## src/rtl/nco_pkg.sv

```systemverilog
package nco_pkg;

   // fixed-point scale used while building the table at elaboration
   localparam int     FRAC_BITS = 28;
   // 2*pi scaled by 2^FRAC_BITS
   localparam longint TWO_PI_Q  = 64'sd1686629713;
   localparam int     SERIES_TERMS = 7;

   // magnitude of the sine at half-step position idx of a 2^phase_w period,
   // scaled to 2^(amp_w-1)-1 and rounded; idx lies in the first quarter
   function automatic longint quarter_sine(input int idx, input int phase_w,
                                           input int amp_w);
      longint x;
      longint x2;
      longint term;
      longint sum;
      longint peak;
      longint denom;
      denom = longint'(2) << phase_w;
      x     = (TWO_PI_Q * longint'(2 * idx + 1)) / denom;
      x2    = (x * x) >>> FRAC_BITS;
      term  = x;
      sum   = x;
      for (int k = 1; k <= SERIES_TERMS; k++) begin
         term = -((term * x2) >>> FRAC_BITS) / longint'((2 * k) * (2 * k + 1));
         sum  = sum + term;
      end
      peak = (longint'(1) << (amp_w - 1)) - 1;
      return (sum * peak + (longint'(1) << (FRAC_BITS - 1))) >>> FRAC_BITS;
   endfunction

endpackage

```

## src/rtl/nco_phase_acc.sv

```systemverilog
module nco_phase_acc #(
   parameter int PHASE_W = 7
) (
   input  logic               clk,
   input  logic               rst,
   input  logic               en,
   input  logic [PHASE_W-1:0] fcw,
   output logic [PHASE_W-1:0] phase
);

   always_ff @(posedge clk) begin
      if (rst)
         phase <= '0;
      else if (en)
         phase <= phase + fcw;
   end


   phase_hold_chk: assert property (@(posedge clk) disable iff (rst)
      !en |=> $stable(phase));


   phase_step_chk: assert property (@(posedge clk) disable iff (rst)
      en |=> (PHASE_W'(phase - $past(phase)) == $past(fcw)));

endmodule

```

## src/rtl/nco_quadrant_map.sv

```systemverilog
module nco_quadrant_map #(
   parameter int PHASE_W = 7
) (
   input  logic [PHASE_W-1:0] phase,
   output logic [PHASE_W-3:0] addr,
   output logic               neg
);

   localparam int IDX_W = PHASE_W - 2;

   logic [IDX_W-1:0] idx;
   logic             falling;

   always_comb begin
      idx     = phase[IDX_W-1:0];
      falling = phase[PHASE_W-2];
      neg     = phase[PHASE_W-1];
      addr    = falling ? ~idx : idx;
   end

endmodule

```

## src/rtl/nco_quarter_rom.sv

```systemverilog
module nco_quarter_rom #(
   parameter int PHASE_W = 7,
   parameter int AMP_W   = 12,
   parameter int PORTS   = 2
) (
   input  logic                              clk,
   input  logic                              rst,
   input  logic                              load,
   input  logic [PORTS-1:0][PHASE_W-3:0]     addr,
   output logic [PORTS-1:0][AMP_W-2:0]       mag
);

   import nco_pkg::*;

   localparam int ADDR_W = PHASE_W - 2;
   localparam int DEPTH  = 1 << ADDR_W;
   localparam int MAG_W  = AMP_W - 1;

   logic [MAG_W-1:0] table_w [DEPTH];

   for (genvar g = 0; g < DEPTH; g++) begin : g_entry
      assign table_w[g] = MAG_W'(quarter_sine(g, PHASE_W, AMP_W));
   end

   for (genvar p = 0; p < PORTS; p++) begin : g_port
      always_ff @(posedge clk) begin
         if (rst)
            mag[p] <= '0;
         else if (load)
            mag[p] <= table_w[addr[p]];
      end
   end

endmodule

```

## src/rtl/nco_sign_stage.sv

```systemverilog
module nco_sign_stage #(
   parameter int AMP_W = 12
) (
   input  logic                    clk,
   input  logic                    rst,
   input  logic                    load,
   input  logic [AMP_W-2:0]        mag,
   input  logic                    neg,
   output logic signed [AMP_W-1:0] sample
);

   logic signed [AMP_W-1:0] pos_val;

   assign pos_val = $signed({1'b0, mag});

   always_ff @(posedge clk) begin
      if (rst)
         sample <= '0;
      else if (load)
         sample <= neg ? -pos_val : pos_val;
   end


   sign_follow_chk: assert property (@(posedge clk) disable iff (rst)
      (load && !neg) |=> (sample >= 0));

endmodule

```

## src/rtl/nco_quadrature.sv

```systemverilog
module nco_quadrature #(
   parameter int PHASE_W = 7,
   parameter int AMP_W   = 12
) (
   input  logic                    clk,
   input  logic                    rst,
   input  logic                    en_i,
   input  logic [PHASE_W-1:0]      fcw_i,
   output logic signed [AMP_W-1:0] sin_o,
   output logic signed [AMP_W-1:0] cos_o,
   output logic                    valid_o
);

   localparam int CHANNELS = 2;
   localparam int IDX_W    = PHASE_W - 2;
   localparam logic [PHASE_W-1:0] QTR_STEP = PHASE_W'(1) << IDX_W;
   localparam int PEAK     = (1 << (AMP_W - 1)) - 1;
   localparam longint PEAK_SQ  = longint'(PEAK) * longint'(PEAK);
   localparam longint PWR_TOL  = 2 * longint'(PEAK);

   if (PHASE_W < 3 || PHASE_W > 16) begin : g_bad_phase
      $error("nco_quadrature: PHASE_W must lie in 3..16");
   end
   if (AMP_W < 4 || AMP_W > 30) begin : g_bad_amp
      $error("nco_quadrature: AMP_W must lie in 4..30");
   end

   logic [PHASE_W-1:0]                 phase;
   logic [CHANNELS-1:0][IDX_W-1:0]     addr;
   logic [CHANNELS-1:0]                neg_w;
   logic [CHANNELS-1:0]                neg_q;
   logic [CHANNELS-1:0][AMP_W-2:0]     mag;
   logic signed [AMP_W-1:0]            samp [CHANNELS];
   logic                               stage1_v;

   nco_phase_acc #(.PHASE_W(PHASE_W)) u_acc (
      .clk   (clk),
      .rst   (rst),
      .en    (en_i),
      .fcw   (fcw_i),
      .phase (phase)
   );

   for (genvar c = 0; c < CHANNELS; c++) begin : g_chan
      logic [PHASE_W-1:0] ch_phase;
      if (c == 0) begin : g_sin
         assign ch_phase = phase;
      end else begin : g_cos
         assign ch_phase = phase + QTR_STEP;
      end

      nco_quadrant_map #(.PHASE_W(PHASE_W)) u_map (
         .phase (ch_phase),
         .addr  (addr[c]),
         .neg   (neg_w[c])
      );

      always_ff @(posedge clk) begin
         if (rst)
            neg_q[c] <= 1'b0;
         else if (en_i)
            neg_q[c] <= neg_w[c];
      end

      nco_sign_stage #(.AMP_W(AMP_W)) u_sign (
         .clk    (clk),
         .rst    (rst),
         .load   (stage1_v),
         .mag    (mag[c]),
         .neg    (neg_q[c]),
         .sample (samp[c])
      );
   end

   nco_quarter_rom #(.PHASE_W(PHASE_W), .AMP_W(AMP_W), .PORTS(CHANNELS)) u_rom (
      .clk  (clk),
      .rst  (rst),
      .load (en_i),
      .addr (addr),
      .mag  (mag)
   );

   always_ff @(posedge clk) begin
      if (rst) begin
         stage1_v <= 1'b0;
         valid_o  <= 1'b0;
      end else begin
         stage1_v <= en_i;
         valid_o  <= stage1_v;
      end
   end

   assign sin_o = samp[0];
   assign cos_o = samp[1];

   longint pwr;
   assign pwr = longint'(sin_o) * longint'(sin_o) + longint'(cos_o) * longint'(cos_o);


   valid_latency_chk: assert property (@(posedge clk) disable iff (rst)
      en_i |=> ##1 valid_o);


   idle_hold_chk: assert property (@(posedge clk) disable iff (rst)
      !stage1_v |=> (!valid_o && $stable(sin_o) && $stable(cos_o)));


   amp_bound_chk: assert property (@(posedge clk) disable iff (rst)
      valid_o |-> (sin_o >= -PEAK && sin_o <= PEAK && cos_o >= -PEAK && cos_o <= PEAK));


   unit_power_chk: assert property (@(posedge clk) disable iff (rst)
      valid_o |-> (pwr >= PEAK_SQ - PWR_TOL && pwr <= PEAK_SQ + PWR_TOL));

endmodule

```

## config.mk

```make
export PLATFORM = sky130hd
export DESIGN_NAME = nco_quadrature
export DESIGN_NICKNAME = d
export VERILOG_FILES = /design/src/rtl/nco_pkg.sv /design/src/rtl/nco_phase_acc.sv /design/src/rtl/nco_quadrant_map.sv /design/src/rtl/nco_quarter_rom.sv /design/src/rtl/nco_sign_stage.sv /design/src/rtl/nco_quadrature.sv
export SDC_FILE = /design/constraint.sdc
export NUM_CORES = 1
export LEC_CHECK = 0
export ABC_AREA = 0
export BUFFER_PORTS_ARGS = -buffer_cell sky130_fd_sc_hd__buf_4
export CAP_MARGIN = 15
export CORE_MARGIN = 4
export CORE_UTILIZATION = 44
export CTS_CLUSTER_DIAMETER = 120
export DETAILED_ROUTE_END_ITERATION = 16
export PLACE_DENSITY_LB_ADDON = 0.25
export SETUP_SLACK_MARGIN = 0.4
export SLEW_MARGIN = 20
export SYNTH_ARGS = -nofsm -noshare
export SYNTH_HDL_FRONTEND = slang
export SYNTH_HIERARCHICAL = 1
export SYNTH_SLANG_ARGS = --single-unit
```

## constraint.sdc

```tcl
create_clock -name clk -period 4.18 [get_ports clk]
set_input_delay 0.836 -clock clk [delete_from_list [all_inputs] [get_ports clk]]
set_output_delay 0.836 -clock clk [all_outputs]
set_load 0.1 [all_outputs]
```

==> metrics.txt <==
CTS Buffer Depth=2; critical path class=register to register; slew of the pin with the lowest slew margin=964 ps; EDFF count, synth=0; crit-path max FO=12; area share of fa/ha/maj cells after synthesis=7.47%; upper clock frequency limit=344 MHz; layout cells sized above 1=13.8%; CP max-delay cell=xor2_1; fin nets=574; post-cts repair resize count=0; setup TNS=0 ps; Netlist cell types=a little over 70; # DRC=0; Hold Violations, Final=0; fin. max-slew vios=0; Die Width=107 µm; largest net degree at the start of global routing=a little under 80; core area=9370 µm²; vias=3,961; area grow syn2layout=9.37%; largest family of logic cells by synthesized area=simple AND/OR/NAND/NOR gates; GR Overflow Total=0; worst reg-to-reg path cell count=7; Root Buffer=clkbuf_8; buffer count from post-CTS setup fixing=0; worst skew pair latency=340 ps; GR Util met2=28.6%; post-synthesis cell area=4290 µm²; first-pass GRT wire length=17.4 mm; CP top delay family=XOR/XNOR gates; RSZ-0062 raised after global routing=false; initial antenna violation count=0; leakage power=0.00183 µW; Routed Antenna Nets=0; max_cap viols=0; Via-to-Cell Ratio=5.89; pre-CTS WS=1290 ps; htree depth=3; critical path depth in cells=7; Bufs and invs on worst path=1; post-synthesis mux area share=approximately 4%; cells after synthesis=526; final wirelength=roughly 10 mm; Final Critical Period=just under 3000 ps; syn avg cell area=8.15 µm²; post-synthesis xor/xnor area fraction=~3.7%; Critical Path Sink Type=register; HP Class=register to register; Rel. slew slack=35.5%; total CTS buffers=9; Worst-path clk slew=approximately 70 ps; post-synthesis net count=561; vias in the first global route=3,591; worst hold stages=2; met3 usage in global routing=3.31%; PD cells=456 nW/µm²; I/O pin cnt=35; drt first-iter violations=between 400 and 500; CP startpoint kind=register; Post-Synth Simple-Gate Area=25.0%; final setup margin=1270 ps; std cell rows=35; Placed Instances=657; RePlAce Congestion=approximately 0.9; # fillers=921; CTS tree=built; Arrival @ worst endpoint=3100 ps; Global Route met1 Usage=25.4%; antenna cells=0; outcome=complete, no violations; #FFs+latches synth=57; GRT Overall Usage=a little under a fifth; Pre-Repair DR Iteration Count=5; Top FF cell, synth=dfxtp_1; drt wl/cell=15.2 µm; DP HPWL=slightly below 7 mm; Die Area=11,400 µm²; most used routing layer=met2; Finished Layout Cells=673; DIE HEIGHT=107 µm; CTS hold repair buffers=0; Largest stage delay, worst path=770 ps; Synth Area in Compound Gates=~25%; critical-path cell list=xor2_1 -> inv_1 -> ha_1 -> or2_2 -> a22o_1 -> a221oi_1 -> a211oi_1; initial core utilization=45.7%; Buffers on Ports=34; Final Cycle Share=69.5%; Clock Skew=11.5 ps; Async SR Flop Fraction=0%; Yosys warnings=6; CP Data Required Time=4370 ps; VDD IR max=0.000217 V; Clock Sinks=57; share of the yosys chip area belonging to registers=26.6%; # setup viols final=0
## through the flow
stage | cell area (µm²) | utilization, % | power [µW] | hold slack (ps)
after global placement | 4520 | 48.3 | 1660 | 474
after CTS | 4690 | 50.0 | 2140 | 488
final | 4690 | 50.0 | 2140 | 483
after global routing | 4690 | 50.0 | 2280 | 504
after detailed placement | 4520 | 48.3 | 1680 | 476
after floorplan | 4290 | - | 1510 | 455
## worst min-delay path, delay by kind of cell, from the launching register on
family / cells / cell delay [ps]
AO/OA/AOI/OAI: 1 / 50
flip-flops: 1 / 310
AND/OR/NAND/NOR: 1 / 80
## cells in the mapped netlist (all sizes together), types with 15 or more instances
cell	instances	area, µm²
nor2	59	221
dfxtp	57	1140
nand2	29	109
inv	27	104
buf	26	193
ha	24	300
a21oi	23	119
nand2b	20	125
nor3	20	100
o21ai	17	85.1
clkbuf	16	60.1
a211oi	15	123
mux2i	15	150
## per-layer routing
metal	share of wire, %	up-vias
li1	-	1972
met1	49	1861
met2	45	117
met3	4.6	11
met4	0.99	0
met5	0	-
## cell families after synthesis
| family | count (synthesis) |
|---|---|
| DFF | 57 |
| xor gates and xnor gates | 18 |
| and+or+nand+nor | 202 |
| adders and majority gates | 25 |
| AOI/OAI and AO/OA | 139 |
| buffers and inverters | 69 |
| muxes | 16 |
## power by group
part	internal, µW	switching (µW)
Sequential	607	100
Combinational	360	618
Clock	211	242
## area by class of cell
cell class,instances,area [µm²],share of cell area [%]
inverter,27,104,2.22
tap,129,161,3.44
clock buffer,10,128,2.72
timing repair buffer,44,330,7.05
multi-input combinational,400,2790,59.5
sequential,57,1140,24.3
clock inverter,6,35.0,0.747
## sequential cells by signal, summed over array words and instances, names as in the netlist
name                  cells
g_chan.u_sign/sample     24
u_rom/mag                22
u_acc/phase               7
neg_q                     2
stage1_v                  1
valid_o                   1
## cell usage in the layout (no fill, tap or decap), drive strengths merged, types with 7 or more instances in the layout
cell / netlist / routed
a21oi: 23 / 23
clkbuf: 16 / 10
o21ai: 17 / 17
nor2: 59 / 59
a311oi: 12 / 12
a211oi: 15 / 15
or3: 7 / 7
mux2i: 15 / 15
nand2b: 20 / 20
nor4: 8 / 8
buf: 26 / 44
nand3: 10 / 10
ha: 24 / 24
o211ai: 8 / 8
nor3: 20 / 20
dfxtp: 57 / 57
xor2: 12 / 12
nand2: 29 / 29
nor3b: 12 / 12
inv: 27 / 27
nor2b: 10 / 10
## final timing paths
check,start,to,slack [ps]
min,g_chan[1].u_sign/sample[2],g_chan[1].u_sign/sample[2],480
max reg2reg,u_acc/phase[5],u_rom/mag[4],1270
max,u_acc/phase[5],u_rom/mag[4],1270
min reg2reg,g_chan[1].u_sign/sample[2],g_chan[1].u_sign/sample[2],480
No activity file was read; power rests on OpenSTA's default activity.
